<file path="config.mk">
export PLATFORM = sky130hd
export DESIGN_NAME = preempt_rr_dispatcher
export DESIGN_NICKNAME = d
export VERILOG_FILES = /design/src/rtl/rrd_pkg.sv /design/src/rtl/rrd_tick_gen.sv /design/src/rtl/rrd_id_fifo.sv /design/src/rtl/preempt_rr_dispatcher.sv
export SDC_FILE = /design/constraint.sdc
export NUM_CORES = 1
export LEC_CHECK = 0
export ABC_CLOCK_PERIOD_IN_PS = 2900
export BUFFER_PORTS_ARGS = -buffer_cell sky130_fd_sc_hd__buf_4
export CORE_MARGIN = 8
export CORE_UTILIZATION = 55
export DETAILED_ROUTE_END_ITERATION = 16
export PLACE_DENSITY = 0.79
export SKIP_CTS_REPAIR_TIMING = 1
export SLEW_MARGIN = 20
export SYNTH_ARGS = -nofsm -noshare
export SYNTH_HDL_FRONTEND = slang
export SYNTH_SLANG_ARGS = --single-unit
</file>
<file path="constraint.sdc">
create_clock -name clk_i -period 2.9 [get_ports clk_i]
set_input_delay 0.29 -clock clk_i [delete_from_list [all_inputs] [get_ports clk_i]]
set_output_delay 0.29 -clock clk_i [all_outputs]
set_load 0.02 [all_outputs]
</file>
<file path="src/rtl/rrd_pkg.sv">
package rrd_pkg;

    typedef enum logic [1:0] {
        OP_NONE    = 2'd0,
        OP_START   = 2'd1,
        OP_RESUME  = 2'd2,
        OP_PREEMPT = 2'd3
    } op_e;

    typedef enum logic [1:0] {
        PH_IDLE    = 2'd0,
        PH_PREEMPT = 2'd1,
        PH_ASSIGN  = 2'd2
    } phase_e;

endpackage

</file>
<file path="src/rtl/rrd_tick_gen.sv">
module rrd_tick_gen #(
    parameter int PERIOD = 16
) (
    input  logic clk_i,
    input  logic rst_ni,
    output logic tick_o
);
    localparam int CW = (PERIOD > 2) ? $clog2(PERIOD) : 1;
    localparam logic [CW-1:0] LAST = CW'(PERIOD - 1);

    logic [CW-1:0] cnt_q, cnt_d;

    always_comb begin
        tick_o = (cnt_q == LAST);
        cnt_d  = tick_o ? '0 : cnt_q + 1'b1;
    end

    always_ff @(posedge clk_i or negedge rst_ni) begin
        if (!rst_ni) cnt_q <= '0;
        else         cnt_q <= cnt_d;
    end
endmodule

</file>
<file path="src/rtl/rrd_id_fifo.sv">
module rrd_id_fifo #(
    parameter int DEPTH = 8,
    parameter int W     = 3
) (
    input  logic                         clk_i,
    input  logic                         rst_ni,
    input  logic                         push0_i,
    input  logic [W-1:0]                 data0_i,
    input  logic                         push1_i,
    input  logic [W-1:0]                 data1_i,
    input  logic                         pop_i,
    output logic [W-1:0]                 head_o,
    output logic [$clog2(DEPTH+1)-1:0]   count_o,
    output logic                         drop_o
);
    localparam int PW  = (DEPTH > 2) ? $clog2(DEPTH) : 1;
    localparam int QCW = $clog2(DEPTH + 1);

    typedef struct packed {
        logic [DEPTH-1:0][W-1:0] mem;
        logic [PW-1:0]           rd;
        logic [QCW-1:0]          cnt;
    } fifo_t;

    fifo_t st_q, st_d;

    function automatic logic [PW-1:0] slot_at(input logic [PW-1:0] base, input int off);
        int s;
        s = (int'(base) + off) % DEPTH;
        return PW'(s);
    endfunction

    always_comb begin
        int fill;
        int popped;
        st_d   = st_q;
        drop_o = 1'b0;
        fill   = int'(st_q.cnt);
        popped = 0;
        // earlier port first; a pop in this cycle never frees a slot
        if (push0_i) begin
            if (fill < DEPTH) begin
                st_d.mem[slot_at(st_q.rd, fill)] = data0_i;
                fill = fill + 1;
            end else begin
                drop_o = 1'b1;
            end
        end
        if (push1_i) begin
            if (fill < DEPTH) begin
                st_d.mem[slot_at(st_q.rd, fill)] = data1_i;
                fill = fill + 1;
            end else begin
                drop_o = 1'b1;
            end
        end
        if (pop_i && (st_q.cnt != '0)) begin
            st_d.rd = slot_at(st_q.rd, 1);
            popped  = 1;
        end
        st_d.cnt = QCW'(fill - popped);
    end

    assign head_o  = st_q.mem[st_q.rd];
    assign count_o = st_q.cnt;

    always_ff @(posedge clk_i or negedge rst_ni) begin
        if (!rst_ni) st_q <= '0;
        else         st_q <= st_d;
    end
endmodule

</file>
<file path="src/rtl/preempt_rr_dispatcher.sv">
module preempt_rr_dispatcher
    import rrd_pkg::*;
#(
    parameter int NUM_CORES   = 4,
    parameter int NUM_TASKS   = 8,
    parameter int TICK_PERIOD = 16
) (
    input  logic                          clk_i,
    input  logic                          rst_ni,
    input  logic                          rel_valid_i,
    input  logic [$clog2(NUM_TASKS)-1:0]  rel_task_i,
    input  logic                          done_valid_i,
    input  logic [$clog2(NUM_CORES)-1:0]  done_core_i,
    output logic                          tick_o,
    output logic                          cmd_valid_o,
    output logic [1:0]                    cmd_op_o,
    output logic [$clog2(NUM_CORES)-1:0]  cmd_core_o,
    output logic [$clog2(NUM_TASKS)-1:0]  cmd_task_o,
    output logic [NUM_CORES-1:0]          core_busy_o,
    output logic                          err_o
);
    localparam int TW  = $clog2(NUM_TASKS);
    localparam int CW  = $clog2(NUM_CORES);
    localparam int QCW = $clog2(NUM_TASKS + 1);
    localparam logic [CW-1:0] LAST_CORE = CW'(NUM_CORES - 1);

    typedef struct packed {
        phase_e                       phase;
        logic [CW-1:0]                idx;
        logic [QCW-1:0]               elig;
        logic [NUM_CORES-1:0]         busy;
        logic [NUM_CORES-1:0][TW-1:0] task_id;
        logic                         tick;
        logic                         cmd_valid;
        op_e                          cmd_op;
        logic [CW-1:0]                cmd_core;
        logic [TW-1:0]                cmd_task;
        logic                         err;
    } disp_t;

    disp_t st_q, st_d;

    logic           tick_w;
    logic           rq_push0, rq_pop, rq_drop;
    logic [TW-1:0]  rq_data0, rq_head;
    logic [QCW-1:0] rq_count;
    logic           pq_push, pq_pop, pq_drop;
    logic [TW-1:0]  pq_data, pq_head;
    logic [QCW-1:0] pq_count;
    logic           done_hit;

    rrd_tick_gen #(.PERIOD(TICK_PERIOD)) i_tick (
        .clk_i  (clk_i),
        .rst_ni (rst_ni),
        .tick_o (tick_w)
    );

    rrd_id_fifo #(.DEPTH(NUM_TASKS), .W(TW)) i_ready_q (
        .clk_i   (clk_i),
        .rst_ni  (rst_ni),
        .push0_i (rq_push0),
        .data0_i (rq_data0),
        .push1_i (rel_valid_i),
        .data1_i (rel_task_i),
        .pop_i   (rq_pop),
        .head_o  (rq_head),
        .count_o (rq_count),
        .drop_o  (rq_drop)
    );

    rrd_id_fifo #(.DEPTH(NUM_TASKS), .W(TW)) i_preempt_q (
        .clk_i   (clk_i),
        .rst_ni  (rst_ni),
        .push0_i (pq_push),
        .data0_i (pq_data),
        .push1_i (1'b0),
        .data1_i ('0),
        .pop_i   (pq_pop),
        .head_o  (pq_head),
        .count_o (pq_count),
        .drop_o  (pq_drop)
    );

    always_comb begin
        st_d           = st_q;
        st_d.tick      = tick_w;
        st_d.cmd_valid = 1'b0;
        st_d.cmd_op    = OP_NONE;
        st_d.cmd_core  = '0;
        st_d.cmd_task  = '0;
        rq_push0       = 1'b0;
        rq_data0       = '0;
        rq_pop         = 1'b0;
        pq_push        = 1'b0;
        pq_data        = '0;
        pq_pop         = 1'b0;

        // completion: only an occupied core can finish
        done_hit = done_valid_i && st_q.busy[done_core_i];
        if (done_hit) begin
            rq_push0                = 1'b1;
            rq_data0                = st_q.task_id[done_core_i];
            st_d.busy[done_core_i]  = 1'b0;
        end

        unique case (st_q.phase)
            PH_IDLE: begin
                if (tick_w) begin
                    st_d.phase = PH_PREEMPT;
                    st_d.idx   = '0;
                    st_d.elig  = pq_count;
                end
            end
            PH_PREEMPT: begin
                if (st_q.busy[st_q.idx] && !(done_hit && (done_core_i == st_q.idx))) begin
                    st_d.cmd_valid          = 1'b1;
                    st_d.cmd_op             = OP_PREEMPT;
                    st_d.cmd_core           = st_q.idx;
                    st_d.cmd_task           = st_q.task_id[st_q.idx];
                    pq_push                 = 1'b1;
                    pq_data                 = st_q.task_id[st_q.idx];
                    st_d.busy[st_q.idx]     = 1'b0;
                end
                if (st_q.idx == LAST_CORE) begin
                    st_d.phase = PH_ASSIGN;
                    st_d.idx   = '0;
                end else begin
                    st_d.idx = st_q.idx + 1'b1;
                end
            end
            PH_ASSIGN: begin
                if (!st_q.busy[st_q.idx]) begin
                    if (st_q.elig != '0) begin
                        pq_pop                  = 1'b1;
                        st_d.elig               = st_q.elig - 1'b1;
                        st_d.cmd_valid          = 1'b1;
                        st_d.cmd_op             = OP_RESUME;
                        st_d.cmd_core           = st_q.idx;
                        st_d.cmd_task           = pq_head;
                        st_d.busy[st_q.idx]     = 1'b1;
                        st_d.task_id[st_q.idx]  = pq_head;
                    end else if (rq_count != '0) begin
                        rq_pop                  = 1'b1;
                        st_d.cmd_valid          = 1'b1;
                        st_d.cmd_op             = OP_START;
                        st_d.cmd_core           = st_q.idx;
                        st_d.cmd_task           = rq_head;
                        st_d.busy[st_q.idx]     = 1'b1;
                        st_d.task_id[st_q.idx]  = rq_head;
                    end
                end
                if (st_q.idx == LAST_CORE) begin
                    st_d.phase = PH_IDLE;
                    st_d.idx   = '0;
                end else begin
                    st_d.idx = st_q.idx + 1'b1;
                end
            end
            default: st_d.phase = PH_IDLE;
        endcase

        st_d.err = st_q.err | rq_drop | pq_drop;
    end

    always_ff @(posedge clk_i or negedge rst_ni) begin
        if (!rst_ni) st_q <= '0;
        else         st_q <= st_d;
    end

    assign tick_o      = st_q.tick;
    assign cmd_valid_o = st_q.cmd_valid;
    assign cmd_op_o    = st_q.cmd_op;
    assign cmd_core_o  = st_q.cmd_core;
    assign cmd_task_o  = st_q.cmd_task;
    assign core_busy_o = st_q.busy;
    assign err_o       = st_q.err;
endmodule

</file>
Word level (Yosys, flattened, before mapping)
Index checks and enable logic that the tools add are counted.

Add/sub/neg operators: 13. Equal/unequal tests: 10. $lt $le $gt $ge: 15. Div/mod/pow operators: 0. Reduce and logical (&&, ||, !) cells: 24. $mul: 0. Bitwise logic cells: 8. Multiplexer cells: 80. Shift operators: 0.

Operator list (count): 24-bit 2-to-1 mux (4); 24-bit bitwise mux (3); 8-bit 2-to-1 mux (5); 3-bit 2-to-1 mux (11); 16-bit 2-to-1 mux (2); 4-bit 2-to-1 mux (8); 3-bit demux with 3-bit select (3); 12-bit bitwise mux (2); 1-bit 2-to-1 mux (22); 3-bit by 4-bit less-than comparator with 1-bit output (second input constant) (5); 20-bit 2-to-1 mux (1); 3-bit binary-select mux with 3-bit select (2); 4-bit one-hot mux with 2 select lines (2); 8-bit one-hot mux with 2 select lines (1); 3-bit binary-select mux with 2-bit select (2); 4-bit nonzero test (3); 1-bit logical AND (10); 5-bit 2-to-1 mux (2); 3-bit adder (3); 3-bit by 1-bit >= comparator with 1-bit output (second input constant) (3); 4-bit by 1-bit adder with 4-bit output (second input constant) (2); 4-bit bitwise AND (2); 4-bit less-than comparator (second input constant) (2); 2-bit inequality test (second input constant) (4); other kinds (31) (46).

Memories: 0. Output and inout bits: 14. Register bits after elaboration: 100. Word-level logic and storage cells: 185. Memory bits (read-only): 0. Bits in writable memories: 0. Latch bits: 0.

Longest topological paths before layout
Depth in word-level cells: 13. Gate-level depth with buffers: 13.

Modules after synthesis
A second synthesis with hierarchy kept.

Cells, all modules: 565. Area, all modules: 6520.0 µm².

Modules (own cells, without submodules): rrd_id_fifo at i_preempt_q (cells each 171, area an instance 2168.3 µm², instances 1, sequential area each 775.7 µm²); preempt_rr_dispatcher (cells each 198, area an instance 2127.0 µm², instances 1, sequential area each 850.8 µm²); rrd_id_fifo at i_ready_q (cells each 183, area an instance 2055.7 µm², instances 1, sequential area each 775.7 µm²); rrd_tick_gen (cells each 13, area an instance 168.9 µm², instances 1, sequential area each 100.1 µm²).

Worst setup path before layout
OpenSTA, ideal clock, no wires.

Kind: input to register. From: input port done_core_i[0]. To: register i_ready_q.st_q[10] (netlist bit). Path buffers: 2. Slack: -0.263 ns. Cell stages on the path: 12. Arrival: 3.038 ns. Cell sequence: buf_4 nand2b_4 o22a_1 buf_6 nor2_1 xnor2_1 ha_1 fa_1 xnor2_2 xor2_2 nor3_2 mux2_2.

RTL lines: from (decl) (line preempt_rr_dispatcher.sv:13) `input logic [$clog2(NUM_CORES)-1:0] done_core_i,`; to (signal assigned) (line rrd_id_fifo.sv:69) `else st_q <= st_d;`; to (decl) (line rrd_id_fifo.sv:25) `fifo_t st_q, st_d;`.

==> results.json <==
{
  "path_class": "register to register",
  "final_area_mm2": 0.00673,
  "root_buffer": "clkbuf_8",
  "first_iter_violations": 411,
  "layout-area-overhead-vs-synth_pct": 11.0,
  "fin_crit_ns": 2.88,
  "met3_usage": 0.0382,
  "netlist_area_mm2": 0.00606,
  "wl_per_cell_um": 19.1,
  "total_leakage_power_uw": 0.00300,
  "cts_sinks": 100,
  "ys_seq_area_frac": 0.413,
  "fmax_mhz": 348,
  "cts_max_level": 3,
  "maxSlewViolCount": 0,
  "setup_viol": 0,
  "holdWs_ns": -0.0294,
  "timing.setup.tns_ns": 0,
  "dp_hpwl_um": 9570,
  "cp_max_fo": 4,
  "routed_wl_um": 13100,
  "use_met1": 0.235,
  "synth_nets": 546,
  "hold_class": "input port to asynchronous set/reset pin",
  "cts-buffers-inserted": 9,
  "clkTransAtPathRegs_ns": 0.09,
  "cts_tree": "yes",
  "core_mm2": 0.0108,
  "nNetsFinal": 577,
  "drt-pass1-iter-count": 4,
  "finClkSkew_ns": 0.0114,
  "grt_pass1_vias": 4177,
  "diodes": 0,
  "status": "finished, violations left",
  "viasPerCell": 5.99,
  "placedCellCount": 666,
  "clk_latency_ns": 0.37,
  "slew_headroom": 0.521,
  "grt_overflow": 0,
  "ios": 23,
  "arrival_ns": 3.14,
  "port_buffers": 22,
  "antenna_found_initial": 0,
  "ir_worst_vdd_uv": 572,
  "drive_above_1_share": 0.369,
  "synth-seq-cells": 100,
  "p_per_area_mw_per_mm2": 929,
  "worstPathRequired_ns": 3.16,
  "die_w_um": 121,
  "rsz0062_at_grt": "true",
  "yosysWarnings": 0,
  "grt_max_degree": 101,
  "synthFlopType": "dfrtp_1",
  "drc": 0,
  "num_rows": 38,
  "synth_cells": 511,
  "period_share": 0.992,
  "num_vias": 4118,
  "grt_pass1_wl_um": 21500,
  "end_kind": "register",
  "placed_cell_area_mm2": 0.00646,
  "start_util": 0.562,
  "violations": "hold timing",
  "synthArstFlopShare": 1.00,
  "instances_no_fill": 687,
  "top_usage_layer": "met2",
  "syn_avg_cell_area_um2": 11.9,
  "dieArea_mm2": 0.0146,
  "antenna_left": 0,
  "groute.layer.met2.usage": 0.307,
  "cts_buffer_depth": 2,
  "critPathLaunchType": "register",
  "dieHeight_um": 121,
  "drv_cap": 0,
  "grt_usage": 0.185,
  "worstMarginPinSlew_ns": 0.717,
  "gp_congestion": 0.908,
  "power_uw": 6250,
  "synth_cell_types": 60,
  "hold_viol": 56,
  "synth_edf_count": 0
}
through the flow:
stage / util / setup WS, ns
2_1_floorplan: - / -0.0238
3_3_place_gp: 0.599 / 0.0248
3_5_place_dp: 0.599 / -0.0679
4_1_cts: 0.616 / -0.0313
5_1_grt: 0.623 / -0.111
6_report: 0.623 / 0.0232
synth_stat cells (8+ instances only):
cell type | n | area (um^2)
dfrtp_1 | 100 | 2500
mux2_2 | 85 | 957
nand2_1 | 31 | 116
inv_1 | 24 | 90.1
ha_1 | 23 | 288
nand3_1 | 20 | 100
nor2_1 | 20 | 75.1
mux4_2 | 19 | 428
o21ai_0 | 17 | 85.1
mux2i_1 | 14 | 140
xnor2_1 | 14 | 123
a21oi_1 | 13 | 65.1
buf_4 | 13 | 97.6
clkbuf_1 | 11 | 41.3
xor2_1 | 8 | 70.1
critical path, cell delays in order (launching register included):
cell	delay, ns
dfrtp_1	0.42
mux2i_2	0.19
o22a_1	0.22
nor2_4	0.06
xnor2_2	0.14
ha_2	0.19
fa_2	0.38
xnor2_4	0.32
xor2_4	0.26
nand4_1	0.23
mux2_4	0.36
routing by layer:
layer,wire [um],vias up
met1,5810,2111
met4,258,0
li1,-,1894
met2,6450,94
met3,584,19
met5,0,-
sequential cells by signal, summed over array words and instances (netlist names), 2 cells and up:
signal               flops
cmd_core_o               2
core_busy_o              4
i_ready_q.st_q          27
cmd_task_o               3
i_tick.cnt_q             4
cmd_op_o                 2
i_ready_q.count_o        4
i_preempt_q.st_q        27
st_q                    20
i_preempt_q.count_o      4
layout by cell type (no fill, tap or decap), types with 3 or more instances in the layout:
master	instances
xor2_1	8
nor2_1	19
buf_4	52
inv_1	24
ha_1	21
mux4_2	19
xnor2_1	13
a21oi_1	12
a31oi_1	3
mux2_2	79
nor3_1	6
o21a_1	3
nand2b_1	7
mux2_4	6
dfrtp_1	100
nand2_1	31
nand4_1	4
mux2i_1	12
nand3_1	20
nor3_2	5
and2_1	6
o21ai_0	17
clkbuf_8	12
nor2b_1	7
o22ai_1	4
kinds of logic after synthesis:
family	Yosys count	share of synthesized area
buffers and inverters	58	0.0485
flip-flops	100	0.413
multiplexers	118	0.252
adder cells (fa/ha/maj)	26	0.0574
AND/OR/NAND/NOR	115	0.105
AO/OA/AOI/OAI	68	0.0807
XOR/XNOR	26	0.0444
final cells by class:
class	instances	area (um^2)
Clock buffer	13	169
Clock inverter	3	18.8
Fill cell	794	4060
Inverter	25	93.8
Multi-Input combinational cell	353	3360
Sequential cell	100	2500
Tap cell	140	175
Timing Repair Buffer	53	410
power breakdown:
group | leakage [uW] | internal, uW | switching, uW | total [uW]
Combinational | 0.00160 | 1600 | 1710 | 3320
Clock | 0.0000998 | 384 | 485 | 869
Sequential | 0.00130 | 1740 | 329 | 2070
path summary, 6_finish.rpt:
check	startpoint	end	slack (ns)	cells past startpoint
worst max-delay path	core_busy_o[1]	i_ready_q.st_q[28]	0.02	10
worst min-delay path	rst_ni	i_preempt_q.st_q[13]	-0.03	2
worst max register to register	core_busy_o[1]	i_ready_q.st_q[28]	0.02	10
worst min register to register	i_tick.cnt_q[3]	i_tick.cnt_q[3]	0.50	1
max in group asynchronous	rst_ni	st_q[27]	2.55	2
min in group clk_i	rel_task_i[0]	i_ready_q.st_q[7]	0.22	2
(Power assumes the default switching activity.)
